$ cat src/rtl/pport_pkg.sv
package pport_pkg;
  localparam int PortW   = 8;
  localparam int AddrW   = 2;
  localparam int BitIdxW = $clog2(PortW);
  localparam int HalfW   = PortW / 2;

  localparam logic [AddrW-1:0] AddrA   = 2'd0;
  localparam logic [AddrW-1:0] AddrB   = 2'd1;
  localparam logic [AddrW-1:0] AddrC   = 2'd2;
  localparam logic [AddrW-1:0] AddrCtl = 2'd3;

  localparam logic [PortW-1:0] CtlReset = 8'h9B;

  // port C pin roles used by the handshake modes
  localparam int PinObfA  = 7;
  localparam int PinAckA  = 6;
  localparam int PinIbfA  = 5;
  localparam int PinStbA  = 4;
  localparam int PinIntrA = 3;
  localparam int PinHsB   = 2;  // acknowledge or strobe for B
  localparam int PinBufB  = 1;
  localparam int PinIntrB = 0;

  typedef struct packed {
    logic modeA;
    logic dirA;
    logic dirCh;
    logic modeB;
    logic dirB;
    logic dirCl;
  } cfg_t;

  typedef struct packed {
    logic               wrA;
    logic               wrB;
    logic               wrC;
    logic               clrAll;
    logic               ldA;
    logic               ldB;
    logic               bsrWe;
    logic [BitIdxW-1:0] bsrIdx;
    logic               bsrVal;
  } strb_t;
endpackage

$ cat src/rtl/pport_ctrl.sv
module pport_ctrl
  import pport_pkg::*;
(
  input  logic             clk,
  input  logic             rstN,
  input  logic             cs,
  input  logic             rd,
  input  logic             wr,
  input  logic [AddrW-1:0] addr,
  input  logic [PortW-1:0] wdata,
  input  logic [2:0]       hsPinIn,   // {C6, C4, C2}
  output cfg_t             cfg,
  output logic [PortW-1:0] ctlByte,
  output strb_t            strb,
  output logic [PortW-1:0] hsOut,
  output logic [PortW-1:0] hsIn,
  output logic [PortW-1:0] hsVal
);
  logic busWr, busRd, modeWr, bsrWr, rdAEv, rdBEv;
  logic prevAckA, prevStbA, prevHsB;
  logic ackFallA, ackRiseA, stbFallA, stbRiseA, hsFallB, hsRiseB;
  logic obfAN, ibfA, intrA, obfBN, ibfB, intrB;
  logic outHsA, inHsA, outHsB, inHsB;

  assign busWr  = cs & wr;
  assign busRd  = cs & rd;
  assign modeWr = busWr && (addr == AddrCtl) && wdata[PortW-1];
  assign bsrWr  = busWr && (addr == AddrCtl) && !wdata[PortW-1];
  assign rdAEv  = busRd && (addr == AddrA);
  assign rdBEv  = busRd && (addr == AddrB);

  always_ff @(posedge clk or negedge rstN) begin
    if (!rstN) ctlByte <= CtlReset;
    else if (modeWr) ctlByte <= wdata;
  end

  assign cfg.modeA = ctlByte[5];
  assign cfg.dirA  = ctlByte[4];
  assign cfg.dirCh = ctlByte[3];
  assign cfg.modeB = ctlByte[2];
  assign cfg.dirB  = ctlByte[1];
  assign cfg.dirCl = ctlByte[0];

  assign outHsA = cfg.modeA && !cfg.dirA;
  assign inHsA  = cfg.modeA &&  cfg.dirA;
  assign outHsB = cfg.modeB && !cfg.dirB;
  assign inHsB  = cfg.modeB &&  cfg.dirB;

  // edge detection on handshake inputs
  always_ff @(posedge clk or negedge rstN) begin
    if (!rstN) begin
      prevAckA <= 1'b1;
      prevStbA <= 1'b1;
      prevHsB  <= 1'b1;
    end else begin
      prevAckA <= hsPinIn[2];
      prevStbA <= hsPinIn[1];
      prevHsB  <= hsPinIn[0];
    end
  end

  assign ackFallA = prevAckA & ~hsPinIn[2];
  assign ackRiseA = ~prevAckA & hsPinIn[2];
  assign stbFallA = prevStbA & ~hsPinIn[1];
  assign stbRiseA = ~prevStbA & hsPinIn[1];
  assign hsFallB  = prevHsB & ~hsPinIn[0];
  assign hsRiseB  = ~prevHsB & hsPinIn[0];

  // port A handshake flags
  always_ff @(posedge clk or negedge rstN) begin
    if (!rstN) begin
      obfAN <= 1'b1;
      ibfA  <= 1'b0;
      intrA <= 1'b0;
    end else if (modeWr) begin
      obfAN <= 1'b1;
      ibfA  <= 1'b0;
      intrA <= 1'b0;
    end else if (outHsA) begin
      if (strb.wrA) begin
        obfAN <= 1'b0;
        intrA <= 1'b0;
      end else begin
        if (ackFallA) obfAN <= 1'b1;
        if (ackRiseA && obfAN) intrA <= 1'b1;
      end
    end else if (inHsA) begin
      if (stbFallA) ibfA <= 1'b1;
      if (stbRiseA) intrA <= 1'b1;
      if (rdAEv) begin
        ibfA  <= 1'b0;
        intrA <= 1'b0;
      end
    end
  end

  // port B handshake flags
  always_ff @(posedge clk or negedge rstN) begin
    if (!rstN) begin
      obfBN <= 1'b1;
      ibfB  <= 1'b0;
      intrB <= 1'b0;
    end else if (modeWr) begin
      obfBN <= 1'b1;
      ibfB  <= 1'b0;
      intrB <= 1'b0;
    end else if (outHsB) begin
      if (strb.wrB) begin
        obfBN <= 1'b0;
        intrB <= 1'b0;
      end else begin
        if (hsFallB) obfBN <= 1'b1;
        if (hsRiseB && obfBN) intrB <= 1'b1;
      end
    end else if (inHsB) begin
      if (hsFallB) ibfB <= 1'b1;
      if (hsRiseB) intrB <= 1'b1;
      if (rdBEv) begin
        ibfB  <= 1'b0;
        intrB <= 1'b0;
      end
    end
  end

  // strobes to the datapath
  always_comb begin
    strb        = '0;
    strb.wrA    = busWr && (addr == AddrA);
    strb.wrB    = busWr && (addr == AddrB);
    strb.wrC    = busWr && (addr == AddrC);
    strb.clrAll = modeWr;
    strb.ldA    = inHsA && stbFallA && !modeWr;
    strb.ldB    = inHsB && hsFallB && !modeWr;
    strb.bsrWe  = bsrWr;
    strb.bsrIdx = wdata[BitIdxW:1];
    strb.bsrVal = wdata[0];
  end

  // port C pin roles
  always_comb begin
    hsOut = '0;
    hsIn  = '0;
    hsVal = '0;
    if (outHsA) begin
      hsOut[PinObfA]  = 1'b1;
      hsOut[PinIntrA] = 1'b1;
      hsIn[PinAckA]   = 1'b1;
      hsVal[PinObfA]  = obfAN;
      hsVal[PinIntrA] = intrA;
    end else if (inHsA) begin
      hsOut[PinIbfA]  = 1'b1;
      hsOut[PinIntrA] = 1'b1;
      hsIn[PinStbA]   = 1'b1;
      hsVal[PinIbfA]  = ibfA;
      hsVal[PinIntrA] = intrA;
    end
    if (cfg.modeB) begin
      hsOut[PinBufB]  = 1'b1;
      hsOut[PinIntrB] = 1'b1;
      hsIn[PinHsB]    = 1'b1;
      hsVal[PinBufB]  = cfg.dirB ? ibfB : obfBN;
      hsVal[PinIntrB] = intrB;
    end
  end

  AST_OBF_A_ON_WRITE: assert property (@(posedge clk) disable iff (!rstN)
    (strb.wrA && outHsA) |=> !obfAN);
  AST_OBF_B_ON_WRITE: assert property (@(posedge clk) disable iff (!rstN)
    (strb.wrB && outHsB) |=> !obfBN);
  AST_IBF_A_ON_STROBE: assert property (@(posedge clk) disable iff (!rstN)
    (inHsA && stbFallA && !rdAEv && !modeWr) |=> ibfA);
  AST_READ_A_CLEARS: assert property (@(posedge clk) disable iff (!rstN)
    (inHsA && rdAEv && !modeWr) |=> (!ibfA && !intrA));
  AST_IBF_B_ON_STROBE: assert property (@(posedge clk) disable iff (!rstN)
    (inHsB && hsFallB && !rdBEv && !modeWr) |=> ibfB);
  AST_MODE_CLEARS_FLAGS: assert property (@(posedge clk) disable iff (!rstN)
    modeWr |=> (obfAN && obfBN && !ibfA && !ibfB && !intrA && !intrB));
  AST_BSR_KEEPS_CTL: assert property (@(posedge clk) disable iff (!rstN)
    bsrWr |=> $stable(ctlByte));
endmodule

$ cat src/rtl/pport_data.sv
module pport_data
  import pport_pkg::*;
(
  input  logic             clk,
  input  logic             rstN,
  input  strb_t            strb,
  input  cfg_t             cfg,
  input  logic [PortW-1:0] ctlByte,
  input  logic [PortW-1:0] wdata,
  input  logic [AddrW-1:0] addr,
  input  logic             rdEn,
  input  logic [PortW-1:0] aIn,
  input  logic [PortW-1:0] bIn,
  input  logic [PortW-1:0] cIn,
  input  logic [PortW-1:0] hsOut,
  input  logic [PortW-1:0] hsIn,
  input  logic [PortW-1:0] hsVal,
  output logic [PortW-1:0] aOut,
  output logic [PortW-1:0] aOe,
  output logic [PortW-1:0] bOut,
  output logic [PortW-1:0] bOe,
  output logic [PortW-1:0] cOut,
  output logic [PortW-1:0] cOe,
  output logic [PortW-1:0] rdata
);
  logic [PortW-1:0] aLat, bLat, cLat, aInLat, bInLat;
  logic [PortW-1:0] aRead, bRead, cRead;

  always_ff @(posedge clk or negedge rstN) begin
    if (!rstN) begin
      aLat   <= '0;
      bLat   <= '0;
      cLat   <= '0;
      aInLat <= '0;
      bInLat <= '0;
    end else if (strb.clrAll) begin
      aLat   <= '0;
      bLat   <= '0;
      cLat   <= '0;
      aInLat <= '0;
      bInLat <= '0;
    end else begin
      if (strb.wrA) aLat <= wdata;
      if (strb.wrB) bLat <= wdata;
      if (strb.wrC) cLat <= wdata;
      else if (strb.bsrWe) cLat[strb.bsrIdx] <= strb.bsrVal;
      if (strb.ldA) aInLat <= aIn;
      if (strb.ldB) bInLat <= bIn;
    end
  end

  assign aOut = aLat;
  assign bOut = bLat;
  assign aOe  = cfg.dirA ? '0 : '1;
  assign bOe  = cfg.dirB ? '0 : '1;

  assign aRead = cfg.dirA ? (cfg.modeA ? aInLat : aIn) : aLat;
  assign bRead = cfg.dirB ? (cfg.modeB ? bInLat : bIn) : bLat;

  for (genvar i = 0; i < PortW; i++) begin : g_cbit
    logic halfIn;
    if (i >= HalfW) begin : g_hi
      assign halfIn = cfg.dirCh;
    end else begin : g_lo
      assign halfIn = cfg.dirCl;
    end
    assign cOe[i]   = hsOut[i] | (~hsIn[i] & ~halfIn);
    assign cOut[i]  = hsOut[i] ? hsVal[i] : cLat[i];
    assign cRead[i] = cOe[i] ? cOut[i] : cIn[i];
  end

  always_comb begin
    rdata = '0;
    if (rdEn) begin
      unique case (addr)
        AddrA:   rdata = aRead;
        AddrB:   rdata = bRead;
        AddrC:   rdata = cRead;
        default: rdata = ctlByte;
      endcase
    end
  end

  AST_MODE_CLEARS_LATCHES: assert property (@(posedge clk) disable iff (!rstN)
    strb.clrAll |=> (aLat == '0 && bLat == '0 && cLat == '0));
  AST_BSR_ONE_BIT: assert property (@(posedge clk) disable iff (!rstN)
    (strb.bsrWe && !strb.clrAll) |=> ($countones(cLat ^ $past(cLat)) <= 1));
  AST_A_INPUT_HELD: assert property (@(posedge clk) disable iff (!rstN)
    (!strb.ldA && !strb.clrAll) |=> $stable(aInLat));
endmodule

$ cat src/rtl/hsk_pport.sv
module hsk_pport
  import pport_pkg::*;
(
  input  logic             clk,
  input  logic             rstN,
  input  logic             cs,
  input  logic             rd,
  input  logic             wr,
  input  logic [AddrW-1:0] addr,
  input  logic [PortW-1:0] wdata,
  output logic [PortW-1:0] rdata,
  input  logic [PortW-1:0] aIn,
  output logic [PortW-1:0] aOut,
  output logic [PortW-1:0] aOe,
  input  logic [PortW-1:0] bIn,
  output logic [PortW-1:0] bOut,
  output logic [PortW-1:0] bOe,
  input  logic [PortW-1:0] cIn,
  output logic [PortW-1:0] cOut,
  output logic [PortW-1:0] cOe
);
  cfg_t             cfg;
  strb_t            strb;
  logic [PortW-1:0] ctlByte, hsOut, hsIn, hsVal;

  pport_ctrl ctrl_i (
    .clk     (clk),
    .rstN    (rstN),
    .cs      (cs),
    .rd      (rd),
    .wr      (wr),
    .addr    (addr),
    .wdata   (wdata),
    .hsPinIn ({cIn[PinAckA], cIn[PinStbA], cIn[PinHsB]}),
    .cfg     (cfg),
    .ctlByte (ctlByte),
    .strb    (strb),
    .hsOut   (hsOut),
    .hsIn    (hsIn),
    .hsVal   (hsVal)
  );

  pport_data data_i (
    .clk     (clk),
    .rstN    (rstN),
    .strb    (strb),
    .cfg     (cfg),
    .ctlByte (ctlByte),
    .wdata   (wdata),
    .addr    (addr),
    .rdEn    (cs & rd),
    .aIn     (aIn),
    .bIn     (bIn),
    .cIn     (cIn),
    .hsOut   (hsOut),
    .hsIn    (hsIn),
    .hsVal   (hsVal),
    .aOut    (aOut),
    .aOe     (aOe),
    .bOut    (bOut),
    .bOe     (bOe),
    .cOut    (cOut),
    .cOe     (cOe),
    .rdata   (rdata)
  );
endmodule

$ cat config.mk
export PLATFORM = sky130hd
export DESIGN_NAME = hsk_pport
export DESIGN_NICKNAME = d
export VERILOG_FILES = /design/src/rtl/pport_pkg.sv /design/src/rtl/pport_ctrl.sv /design/src/rtl/pport_data.sv /design/src/rtl/hsk_pport.sv
export SDC_FILE = /design/constraint.sdc
export NUM_CORES = 1
export LEC_CHECK = 0
export BUFFER_PORTS_ARGS = -buffer_cell sky130_fd_sc_hd__buf_2
export CAP_MARGIN = 10
export CELL_PAD_IN_SITES_DETAIL_PLACEMENT = 1
export CELL_PAD_IN_SITES_GLOBAL_PLACEMENT = 1
export CORE_MARGIN = 2
export CORE_UTILIZATION = 39
export CTS_CLUSTER_SIZE = 12
export DETAILED_ROUTE_END_ITERATION = 8
export GPL_TIMING_DRIVEN = 0
export PLACE_DENSITY = 0.86
export SETUP_SLACK_MARGIN = 0.4
export SYNTH_ARGS = -nofsm -noshare
export SYNTH_HDL_FRONTEND = slang
export SYNTH_SLANG_ARGS = --single-unit
$ cat constraint.sdc
create_clock -name clk -period 1.7 [get_ports clk]
set_input_delay 0.17 -clock clk [delete_from_list [all_inputs] [get_ports clk]]
set_output_delay 0.17 -clock clk [all_outputs]
set_load 0.005 [all_outputs]
==> metrics.md <==
| Metric | Value |
|---|---|
| Synth Flop Type | dfrtp_1 |
| CP arrival | 1.92 ns |
| Dpl cells | 639 |
| Initial antenna violation count | 0 |
| Peak fanout along the critical path | 5 |
| Worst-Margin Slew | 0.703 ns |
| Most frequent cells in the layout | buf_2 (89), nand2_1 (79), dfrtp_1 (47) |
| Leak Pwr | 2.38 nW |
| Layout Nets | 610 |
| # H-tree levels | 3 |
| Flop-to-flop setup slack | 0 ns |
| Syn avg cell area | 8.31 µm² |
| Number of global-route vias before repair | 4235 |
| GP Congestion | between 0.9 and 1 |
| Syn Std Cell Area | about 0.0036 mm² |
| Seq cells post-synth | 57 |
| Via count | 3961 |
| Core Box Area | about 0.0091 mm² |
| PD cells | 1180 mW/mm² |
| Failing checks | setup timing |
| Die area | 0.0101 mm² |
| Max cap viols | 0 |
| Synth unique cells | 48 |
| Starting Density | 0.398 |
| WL/cell | ~22 µm |
| Internal Power | 3.86 mW |
| Largest net degree at the start of global routing | 39 |
| Share of synthesized registers carrying an async set or reset | 1.00 |
| Net Count, Synth | between 400 and 500 |
| Count of input and output buffers | 91 |
| Slew Viols, Final | 0 |
| Total grt overflow | 0 |
| TritonCTS buffer count | 9 |
| Placed cell areas | 0.00430 mm² |
| HP Class | in2reg |
| Area grow syn2layout | 46.2% |
| Worst path required time | 1.53 ns |
| DR iter-0 viols | 277 |
| Worst slack at placement | -0.142 ns |
| FMAX | 0.479 GHz |
| Global-route wire length before repair | around 23 mm |
| Critical path class | reg2out |
| Die extent in x | 100 µm |
| Overall global routing resource usage | 0.297 |
| P_sw | ~2.4 mW |
| Standard-cell row count | 35 |
| Antenna cells | 0 |
| Setup violators final | 20 |
| Post-Route WL | 15.0 mm |
| Worst ir drop on vdd | roughly 0.00056 V |
| RSZ-0062 raised after global routing | true |
| Final worst-path cycle share | 1.23 |
| Final core utilization | 0.582 |
| Clock slew at reported path FFs | 0.09 ns |
| Status | finished with violations |
| Seq pwr share | 0.332 |
| Tmin final | between 2 and 2.5 ns |
| CTS tree | built |
| Number of synthesized flops with an enable pin | 0 |
| Synth Instances | 436 |
| Worst setup margin | -0.386 ns |
| Combinational Power Share | 0.475 |
| Hold Slack | around 0.06 ns |
| Layout cell share with drive strength beyond 1 | 0.462 |
| Non-Filler Instances | around 700 |
| Sw frac | 0.382 |
| Filler cell count in the final layout | 1075 |
| Fin Clk Skew | approximately 0.014 ns |
| Post-route ant nets | 0 |
| Die H | 100 µm |
| Clk buf depth | 2 |
| Drt drc | 0 |
| Worst relative slew slack | 0.529 |
| Clk network pwr share | 0.194 |
| Clk sinks | 57 |
| Setup crit start kind | register |
| Clk root buf | clkbuf_8 |
| Hold Vio Cnt, Final | 0 |
| Via-to-Cell Ratio | approximately 5.8 |
| Commonest non-fill, non-tap cell in the layout | buf_2 |
| Io pins | 95 |
| DP Wirelength | 9.59 mm |
| Worst-skew pair later-pin latency | 0.36 ns |
| First-pass DRT Iterations | 4 |
| Synth warn | 0 |
| Register area share after synthesis | 0.397 |
| Crit. End Element | output port |
| Fin area | roughly 0.0053 mm² |
worst paths after layout:
check | start | end | cells past startpoint
max reg2reg | ctrl_i.ctlByte[4] | ctrl_i.ibfA | 5
max | ctrl_i.ctlByte[4] | rdata[3] | 7
min reg2reg | ctrl_i.ctlByte[6] | ctrl_i.ctlByte[6] | 1
min in group asynchronous | rstN | data_i.cLat[1] | 2
max in group asynchronous | rstN | ctrl_i.ctlByte[1] | 3
min | aIn[7] | data_i.aInLat[7] | 3
critical path: stages (launching register included):
cell and delay, ns:
dfstp_2 0.62, buf_4 0.18, buf_4 0.11, nor2_1 0.04
a211oi_2 0.18, nor3_1 0.10, a211oi_2 0.18, buf_2 0.16
metal layers:
| metal | track usage | up-vias | part of all wire | wire length (µm) |
|---|---|---|---|---|
| li1 | - | 1783 | - | - |
| met1 | 0.383 | 1977 | 0.40 | 6080 |
| met4 | 0.122 | 0 | 0.031 | 469 |
| met2 | 0.496 | 166 | 0.49 | 7430 |
| met3 | 0.0467 | 35 | 0.069 | 1040 |
| met5 | 0 | - | 0 | 0 |
flip-flops by register name (all words and copies together) (netlist names), 8 cells and up:
signal	flops
data_i.aOut	8
data_i.bOut	8
data_i.cLat	8
data_i.bInLat	8
data_i.aInLat	8
ctrl_i.ctlByte	8
what timing repair did:
item / in CTS / in global routing
hold buffers: 4 / 0
setup buffers: 15 / 8
endpoints found under the hold margin: 15 / 0
setup endpoints to repair: 56 / 61
gates cloned: 3 / 2
resized for setup: 92 / 41
pin swaps: 17 / 7
Yosys cell counts (2+ instances only):
cell | n | share of area
buf_4 | 25 | 0.052
nor3b_1 | 3 | 0.0062
o2111ai_1 | 3 | 0.0073
a31oi_1 | 5 | 0.0086
a211oi_1 | 17 | 0.035
buf_6 | 3 | 0.0093
nor3_1 | 14 | 0.019
nand3_1 | 9 | 0.012
mux2i_1 | 20 | 0.055
a21oi_1 | 58 | 0.080
and3_1 | 4 | 0.0069
nand3b_1 | 2 | 0.0041
o31ai_1 | 2 | 0.0041
o32ai_1 | 2 | 0.0048
clkbuf_1 | 4 | 0.0041
o21ai_0 | 18 | 0.025
o22ai_1 | 5 | 0.0086
nor2_1 | 33 | 0.034
nand2_1 | 81 | 0.084
o21bai_1 | 2 | 0.0041
mux2_2 | 4 | 0.012
dfrtp_1 | 47 | 0.32
dfstp_2 | 10 | 0.073
nor3_2 | 2 | 0.0055
inv_1 | 9 | 0.0093
nor2b_1 | 6 | 0.010
nand2b_1 | 7 | 0.012
or3b_2 | 2 | 0.0048
mux2_4 | 3 | 0.012
buf_2 | 18 | 0.025
power by group through the flow:
stage	clock network (mW)	logic (mW)	registers [mW]
6_report	1.21	2.97	2.07
5_1_grt	1.27	3.19	2.12
4_1_cts	1.21	2.61	2.03
3_5_place_dp	0	2.03	2.04
3_3_place_gp	0	1.96	2.01
2_1_floorplan	0	1.34	1.96
metrics by stage:
step / power [mW] / setup TNS, ns
floorplan: 3.30 / 0
global placement: 3.97 / -0.197
detailed placement: 4.07 / -0.388
CTS: 5.84 / -2.57
global route: 6.58 / -4.35
finish: 6.25 / -3.31
area by class of cell:
| cell class | instances | area [µm²] | area share |
|---|---|---|---|
| plain buffers | 50 | 457 | 0.0862 |
| clock buffers | 10 | 138 | 0.0260 |
| clock inverters | 6 | 43.8 | 0.00827 |
| inverters | 9 | 45.0 | 0.00850 |
| multi-input cells | 320 | 2140 | 0.403 |
| flip-flops and latches | 57 | 1440 | 0.272 |
| well taps | 111 | 139 | 0.0262 |
| repair buffers | 124 | 901 | 0.170 |
kinds of logic (layout without fill, tap and decap cells):
group,Yosys count,count (layout),share of synthesized area
buffers and inverters,59,199,0.0994
DFF,57,57,0.397
and+or+nand+nor,171,171,0.219
AOI/OAI and AO/OA,122,122,0.204
muxes,27,27,0.0801
No activity file was read; power rests on OpenSTA's default activity.
